[config.mk]
export PLATFORM = sky130hd
export DESIGN_NAME = rx_frame_queue
export DESIGN_NICKNAME = d
export VERILOG_FILES = /design/src/rtl/rxq_pkg.sv /design/src/rtl/rxq_deframer.sv /design/src/rtl/rxq_fifo.sv /design/src/rtl/rx_frame_queue.sv
export SDC_FILE = /design/constraint.sdc
export NUM_CORES = 1
export LEC_CHECK = 0
export ABC_AREA = 0
export ABC_CLOCK_PERIOD_IN_PS = 6800
export CORE_MARGIN = 10
export CORE_UTILIZATION = 25
export CTS_CLUSTER_SIZE = 10
export DETAILED_ROUTE_END_ITERATION = 12
export PLACE_DENSITY = 0.37
export SLEW_MARGIN = 30
export SYNTH_ARGS = -nofsm -noshare
export SYNTH_HDL_FRONTEND = slang
export SYNTH_HIERARCHICAL = 1
export SYNTH_SLANG_ARGS = --single-unit
[constraint.sdc]
create_clock -name clk_i -period 6.8 [get_ports clk_i]
set_clock_uncertainty 0.05 [all_clocks]
set_input_delay 0.68 -clock clk_i [delete_from_list [all_inputs] [get_ports clk_i]]
set_output_delay 0.68 -clock clk_i [all_outputs]
set_load 0.1 [all_outputs]
[src/rtl/rxq_pkg.sv]
package rxq_pkg;
   localparam int unsigned DW = 8;

   typedef struct packed {
      logic ovr;
      logic brk;
      logic par;
      logic frm;
   } rx_stat_t;

   typedef struct packed {
      rx_stat_t         st;
      logic [DW-1:0]    data;
   } rx_entry_t;

   typedef enum logic [2:0] {
      S_IDLE,
      S_START,
      S_DATA,
      S_PAR,
      S_STOP,
      S_BRKW
   } rx_state_t;
endpackage

[src/rtl/rxq_deframer.sv]
module rxq_deframer
   import rxq_pkg::*;
#(
   parameter int unsigned OVS_HI = 16,
   parameter int unsigned OVS_LO = 8
) (
   input  logic      clk_i,
   input  logic      rst_ni,
   input  logic      tick_i,
   input  logic      rxd_i,
   input  logic      ovs8_i,
   input  logic [1:0] wlen_i,
   input  logic      par_en_i,
   input  logic      par_even_i,
   input  logic      full_i,
   output logic      push_o,
   output rx_entry_t entry_o
);
   localparam int unsigned CW = $clog2(OVS_HI);

   rx_state_t      st_q;
   logic [CW-1:0]  cnt_q;
   logic [2:0]     bit_q;
   logic [DW-1:0]  sh_q;
   logic           pbit_q;
   logic           seen1_q;
   logic           ovr_pend_q;

   logic [CW-1:0]  lim_bit;
   logic [CW-1:0]  lim_mid;
   logic [2:0]     nbits_m1;
   logic [2:0]     shamt;
   logic [DW-1:0]  data_al;
   logic           brk_now;
   logic           at_lim;

   assign lim_bit  = ovs8_i ? CW'(OVS_LO - 1) : CW'(OVS_HI - 1);
   assign lim_mid  = ovs8_i ? CW'(OVS_LO / 2 - 1) : CW'(OVS_HI / 2 - 1);
   assign at_lim   = (cnt_q == lim_bit);
   assign nbits_m1 = 3'd4 + {1'b0, wlen_i};
   assign shamt    = 3'(DW - 1) - nbits_m1;
   assign data_al  = sh_q >> shamt;
   assign brk_now  = !seen1_q && !rxd_i;

   assign push_o        = tick_i && (st_q == S_STOP) && at_lim;
   assign entry_o.data  = data_al;
   assign entry_o.st.ovr = ovr_pend_q;
   assign entry_o.st.brk = brk_now;
   assign entry_o.st.frm = !rxd_i;
   assign entry_o.st.par = par_en_i && !brk_now && ((^data_al) ^ pbit_q ^ ~par_even_i);

   always_ff @(posedge clk_i) begin
      if (!rst_ni) begin
         st_q    <= S_IDLE;
         cnt_q   <= '0;
         bit_q   <= '0;
         sh_q    <= '0;
         pbit_q  <= 1'b0;
         seen1_q <= 1'b0;
      end else if (tick_i) begin
         case (st_q)
            S_IDLE: begin
               if (!rxd_i) begin
                  st_q  <= S_START;
                  cnt_q <= '0;
               end
            end
            S_START: begin
               if (cnt_q == lim_mid) begin
                  cnt_q   <= '0;
                  bit_q   <= '0;
                  seen1_q <= 1'b0;
                  st_q    <= rxd_i ? S_IDLE : S_DATA;
               end else begin
                  cnt_q <= cnt_q + 1'b1;
               end
            end
            S_DATA: begin
               if (at_lim) begin
                  cnt_q   <= '0;
                  sh_q    <= {rxd_i, sh_q[DW-1:1]};
                  seen1_q <= seen1_q | rxd_i;
                  bit_q   <= bit_q + 1'b1;
                  if (bit_q == nbits_m1) st_q <= par_en_i ? S_PAR : S_STOP;
               end else begin
                  cnt_q <= cnt_q + 1'b1;
               end
            end
            S_PAR: begin
               if (at_lim) begin
                  cnt_q   <= '0;
                  pbit_q  <= rxd_i;
                  seen1_q <= seen1_q | rxd_i;
                  st_q    <= S_STOP;
               end else begin
                  cnt_q <= cnt_q + 1'b1;
               end
            end
            S_STOP: begin
               if (at_lim) begin
                  cnt_q <= '0;
                  st_q  <= brk_now ? S_BRKW : S_IDLE;
               end else begin
                  cnt_q <= cnt_q + 1'b1;
               end
            end
            S_BRKW: begin
               if (rxd_i) st_q <= S_IDLE;
            end
            default: st_q <= S_IDLE;
         endcase
      end
   end

   always_ff @(posedge clk_i) begin
      if (!rst_ni)     ovr_pend_q <= 1'b0;
      else if (push_o) ovr_pend_q <= full_i;
   end
endmodule

[src/rtl/rxq_fifo.sv]
module rxq_fifo #(
   parameter int unsigned DEPTH = 16,
   parameter int unsigned W     = 12
) (
   input  logic         clk_i,
   input  logic         rst_ni,
   input  logic         wr_i,
   input  logic [W-1:0] wdata_i,
   input  logic         rd_i,
   output logic [W-1:0] rdata_o,
   output logic         empty_o,
   output logic         full_o
);
   localparam int unsigned AW = $clog2(DEPTH);

   logic [W-1:0]  mem [DEPTH];
   logic [AW-1:0] wp_q, rp_q;
   logic [AW:0]   cnt_q;
   logic          wr_ok, rd_ok;

   assign empty_o = (cnt_q == '0);
   assign full_o  = (cnt_q == (AW+1)'(DEPTH));
   assign wr_ok   = wr_i && !full_o;
   assign rd_ok   = rd_i && !empty_o;
   assign rdata_o = mem[rp_q];

   always_ff @(posedge clk_i) begin
      if (wr_ok) mem[wp_q] <= wdata_i;
   end

   generate
      if ((1 << AW) == DEPTH) begin : g_pow2
         always_ff @(posedge clk_i) begin
            if (!rst_ni) begin
               wp_q <= '0;
               rp_q <= '0;
            end else begin
               if (wr_ok) wp_q <= wp_q + 1'b1;
               if (rd_ok) rp_q <= rp_q + 1'b1;
            end
         end
      end else begin : g_wrap
         always_ff @(posedge clk_i) begin
            if (!rst_ni) begin
               wp_q <= '0;
               rp_q <= '0;
            end else begin
               if (wr_ok) wp_q <= (wp_q == AW'(DEPTH - 1)) ? '0 : wp_q + 1'b1;
               if (rd_ok) rp_q <= (rp_q == AW'(DEPTH - 1)) ? '0 : rp_q + 1'b1;
            end
         end
      end
   endgenerate

   always_ff @(posedge clk_i) begin
      if (!rst_ni) cnt_q <= '0;
      else begin
         case ({wr_ok, rd_ok})
            2'b10:   cnt_q <= cnt_q + 1'b1;
            2'b01:   cnt_q <= cnt_q - 1'b1;
            default: cnt_q <= cnt_q;
         endcase
      end
   end
endmodule

[src/rtl/rx_frame_queue.sv]
module rx_frame_queue
   import rxq_pkg::*;
#(
   parameter int unsigned DEPTH  = 16,
   parameter int unsigned OVS_HI = 16,
   parameter int unsigned OVS_LO = 8
) (
   input  logic       clk_i,
   input  logic       rst_ni,
   input  logic       tick_i,
   input  logic       rxd_i,
   input  logic       ovs8_i,
   input  logic [1:0] wlen_i,
   input  logic       par_en_i,
   input  logic       par_even_i,
   input  logic       rd_i,
   output logic [7:0] rd_data_o,
   output logic [3:0] rd_stat_o,
   output logic       empty_o,
   output logic       full_o
);
   localparam int unsigned EW = $bits(rx_entry_t);

   generate
      if (DEPTH < 2) begin : g_bad_depth
         $error("rx_frame_queue: DEPTH must be at least 2");
      end
      if (OVS_LO < 2 || (OVS_LO % 2) != 0 || OVS_HI <= OVS_LO || (OVS_HI % 2) != 0) begin : g_bad_ovs
         $error("rx_frame_queue: oversampling ratios must be even with OVS_HI > OVS_LO >= 2");
      end
      if (DW != 8) begin : g_bad_dw
         $error("rx_frame_queue: character field must be 8 bits wide");
      end
   endgenerate

   logic      df_push;
   rx_entry_t df_entry;
   rx_entry_t head;

   rxq_deframer #(
      .OVS_HI (OVS_HI),
      .OVS_LO (OVS_LO)
   ) u_deframer (
      .clk_i      (clk_i),
      .rst_ni     (rst_ni),
      .tick_i     (tick_i),
      .rxd_i      (rxd_i),
      .ovs8_i     (ovs8_i),
      .wlen_i     (wlen_i),
      .par_en_i   (par_en_i),
      .par_even_i (par_even_i),
      .full_i     (full_o),
      .push_o     (df_push),
      .entry_o    (df_entry)
   );

   rxq_fifo #(
      .DEPTH (DEPTH),
      .W     (EW)
   ) u_fifo (
      .clk_i   (clk_i),
      .rst_ni  (rst_ni),
      .wr_i    (df_push),
      .wdata_i (df_entry),
      .rd_i    (rd_i),
      .rdata_o (head),
      .empty_o (empty_o),
      .full_o  (full_o)
   );

   assign rd_data_o = head.data;
   assign rd_stat_o = head.st;
endmodule

* After elaboration in Yosys (flattened, before gate mapping)
Memories as Yosys holds them, arrays and structs flattened. A register that Yosys moved wholly into a read port is not among the register bits. Index checks and enable logic that the tools add are counted.
Cells by class: bitwise operators 4, reduce and logical (&&, ||, !) cells 27, $add $sub $neg 8, mux-type cells 28, equal/unequal tests 19, shifts and indexed selects 1
Operators by type and width (number):
- two-way mux 3 bit | 12
- two-way mux 4 bit | 6
- one-hot mux 3 bit (6 select lines) | 1
- adder 4 x 1 -> 4 bit, second input constant | 3
- != test 2 x 1 -> 1 bit, second input constant | 6
- one-hot mux 4 bit (3 select lines) | 1
- one-hot mux 5 bit (2 select lines) | 1
- AND reduction 3 bit | 3
- == test 4 bit | 2
- AND reduction 4 bit | 2
- AND reduction 8 bit | 1
- parity 8 bit | 1
- right shift 8 x 3 -> 8 bit | 1
- logical AND 1 bit | 7
- == test 3 x 2 -> 1 bit, second input constant | 2
- == test 3 bit, second input constant | 2
- one-hot mux 3 bit (2 select lines) | 1
- nonzero test 2 bit | 3
- adder 5 x 1 -> 5 bit, second input constant | 1
- == test 5 bit, second input constant | 1
- zero test 1 bit | 5
- zero test 5 bit | 1
- subtractor 5 x 1 -> 5 bit, second input constant | 1
- two-way mux 1 bit | 4
- other kinds (17) | 19
Word-level totals: memories kept 1, register bits after elaboration 34, input bits 10, logic and storage cells 98, bits in writable memories 192
Memories:
- u_fifo.mem | depth 16, bits a word 12, rd ports 1, clocked after memory_dff 1, wr ports 1, RTL line rxq_fifo.sv:16 | logic [W-1:0] mem [DEPTH];

* Longest topological paths before layout
depth in word-level cells 7, depth in mapped cells 15, gate-level depth less buffers 13

* Hierarchy
The synthesis kept the hierarchy.
Modules (own cells, without submodules):
- rxq_fifo | times used 1, cells each 422, seq. area each 6105.9 sq um, area each 8197.9 sq um
- rxq_deframer | times used 1, cells each 157, seq. area each 420.4 sq um, area each 1400.1 sq um

* Worst setup path after synthesis
OpenSTA, ideal clock, no wires.
kind input to register, start point input wlen_i[0], end point memory u_fifo.mem[0][9], data pin, path slack 3683 ps, path buffers 1, stages on the path 6, arrival time 2791 ps, cell sequence buf_6 > mux4_1 > xnor2_1 > xnor3_1 > xnor3_1 > nor3b_2
RTL lines:
- start: declaration | RTL line rx_frame_queue.sv:13 | input logic [1:0] wlen_i,
- end: declaration | RTL line rxq_fifo.sv:16

==> flow_summary.yaml <==
status:
  status: "finished, final reports clean"
timing:
  rsz0062_at_grt: "false"
  period_needed_ps: 4487
  final-setup-viol-count: 0
  tns_ps: 0
  fmax_ghz: 0.2229
  maxSlewHeadroom_pct: 32.62
  finalHoldViolations: 0
  finalMaxSlewViolations: 0
  worst_slew_pin_slew_ps: 1008
  fin_crit_sh_pct: 65.98
detailed_routing:
  vias: 5216
  route.met2.wl_um: 11840
  top_layer_used: "met4"
  met1Wirelength_um: 11210
  routed_wl_um: 24490
  avgViaCountPerCell: 4.559
  antenna_left: 0
  post-route-drc-count: 0
  avgRoutedWirePerCell_um: 21.40
  wl_met3_um: 900
  dr.pass1.iters: 4
  drt-initial-drc-count: 266
placed_design:
  gp_congestion: 0.7038
  dp_hpwl_um: 14170
  port_buffers: 23
synthesis:
  synthArstFlopShare_pct: 0
  synth_area_leaders: "edfxtp_1, mux4_2, dfxtp_1, mux2i_1, a22oi_1"
  ys_types: 58
  yosys_register_bits: 230
  synth.cell_area_mm2: 0.009598
  syn-instance-count: 579
  synth_top_area_share_pct: 60.07
  yosys_warnings: 6
  syn_avg_cell_area_um2: 16.58
  ys_seq_area_share_pct: 68.00
  yosysMostFrequentCell: "edfxtp_1"
  synth_flop_cell: "edfxtp_1"
  syn-num-nets: 599
  synth_enable_flop_cells: 192
  ys_top_cells_by_count: "edfxtp_1, mux4_2, nor2_1, dfxtp_1, nand2_1"
  yosys.area.top_type: "edfxtp_1"
global_routing:
  grt_overflow: 0
  antenna_found_initial: 1
  grt_pass1_wl_um: 36410
  grt_pass1_vias: 5366
  grt_max_degree: 49
  grt_util_all_layers_pct: 10.44
clock_tree:
  h-tree-depth: 1
  cts_buffers: 28
  post_cts_buffers: 0
  cts_resized: 0
  cts_sinks: 230
  clockBufferDepth: 3
  clock_latency_ps: 550
  holdBufCountCts: 0
  cts.clk_slew.worst_paths_ps: 50
  cts-root-buf: "clkbuf_16"
  cts_tree: "yes"
power_and_ir_drop:
  power_uw: 2894
  leakagePower_uw: 0.003437
  power.density_mw_per_mm2: 255.7
  worst_ir_drop_vdd_mv: 0.1966
worst_setup_path:
  critPathArrivalTime_ps: 3760
  cp_max_fo: 29
  startpoint_type: "flop"
  end_kind: "output port"
  crit_required_ps: 6070
  cpMaxStageDelayCell: "clkdlybuf4s50_1"
  cp_top_family: "buffers and inverters"
  crit_path_cell_trace: "buf_4 > mux4_2 > a22oi_1 > nand2_1 > clkdlybuf4s50_1"
  critPathBufInv: 2
  critPathMaxStageDelay_ps: 1000
  crit_type: "flop to output port"
hold_path:
  hold_class: "flop to flop"
finish:
  layout-drive-gt1-share_pct: 19.59
  syn2layout_area_growth_pct: 17.91
  fillers: 3710
  final_nets: 639
  diodes: 0
flow_run:
  maxCapViolations: 0
floorplanning:
  die_height_um: 215.9
  rows: 71
  core_region_area_mm2: 0.03776
  die_w_um: 215.9
  die-area_mm2: 0.04663
  io_pins: 24
  start_util_pct: 25.42
## per-stage QoR
step                      cells  hold slack [ps]  worst slack [ps]  cell area [um^2]  util (%)
final                      1144            435.4              2313             11320     29.98
after detailed placement   1100            425.2              2296             10500     27.81
after CTS                  1144            433.2              2146             11320     29.98
after global placement     1100            411.3              2306             10480     27.76
after global routing       1144            462.6              2031             11320     29.98
after floorplan             579            399.2              3683              9598         -
## where the power goes
part	total [uW]	internal, uW	switching [uW]
combinational	39.5	14.7	24.9
sequential	1510	1510	2.62
clock	1340	789	551
total	2890	2320	578
## per-layer routing
layer,up-vias,global-route usage (%)
met3,39,1.678
met5,-,0
met4,0,2.610
li1,2354,-
met1,2733,13.83
met2,90,17.44
## cells in the final DEF, fill, tap and decap left out, drive strengths merged, types with 10 or more instances in the layout
cell type | synthesis | routed
o21ai | 11 | 11
inv | 14 | 14
nor2 | 47 | 47
a21oi | 13 | 13
clkdlybuf4s50 | 0 | 23
a22oi | 25 | 25
clkbuf | 20 | 38
nand2 | 29 | 29
mux4 | 52 | 52
buf | 15 | 22
edfxtp | 192 | 192
ha | 10 | 10
mux2i | 20 | 20
dfxtp | 38 | 38
## path summary, 6_finish.rpt
path                                     startpoint                   to  slack [ps]  depth (start not counted)
worst min register to register  u_deframer/cnt_q[1]  u_deframer/cnt_q[1]         440                          2
worst max-delay path                           flop         rd_data_o[6]        2310                          5
worst min-delay path            u_deframer/cnt_q[1]  u_deframer/cnt_q[1]         440                          2
worst max register to register  u_deframer/cnt_q[0]      u_fifo/cnt_q[4]        3340                         12
## registers in the layout, indices dropped and copies added, names as in the netlist, named ones only
name / flops
u_deframer/bit_q: 3
u_deframer/cnt_q: 4
u_deframer/ovr_pend_q: 1
u_deframer/pbit_q: 1
u_deframer/seen1_q: 1
u_deframer/sh_q: 8
u_deframer/st_q: 3
u_fifo/cnt_q: 5
u_fifo/mem: 192
u_fifo/rp_q: 4
u_fifo/wp_q: 4
## logic make-up (layout without fill, tap and decap cells)
kind of cell,after synthesis,in the layout,synth area share [%]
AOI/OAI and AO/OA,73,73,5.332
xor gates and xnor gates,17,17,1.838
adders and majority gates,10,10,1.304
buffers and inverters,49,103,2.516
DFF,230,230,68.00
muxes,73,73,14.52
and+or+nand+nor,127,127,6.492
## layout make-up
| cell class | count | area [um^2] | area share (%) |
|---|---|---|---|
| multi-input cells | 300 | 2883 | 25.47 |
| repair buffers | 45 | 395.4 | 3.494 |
| flip-flops and latches | 230 | 6531 | 57.71 |
| inverters | 14 | 52.55 | 0.4643 |
| clock buffers | 38 | 738.2 | 6.523 |
| clock inverters | 6 | 77.57 | 0.6855 |
| well taps | 511 | 639.4 | 5.650 |
## worst register-to-register path, stage by stage (launching register included)
cell and delay (ps):
dfxtp_1 370, ha_1 210, nand2_1 150, nor2_1 270
and3_1 390, o21a_1 350, inv_2 50, ha_1 320
ha_1 390, nand2_1 70, a21o_1 170, a221oi_1 380
mux2i_1 220
Power figures use the tool's default switching activity.
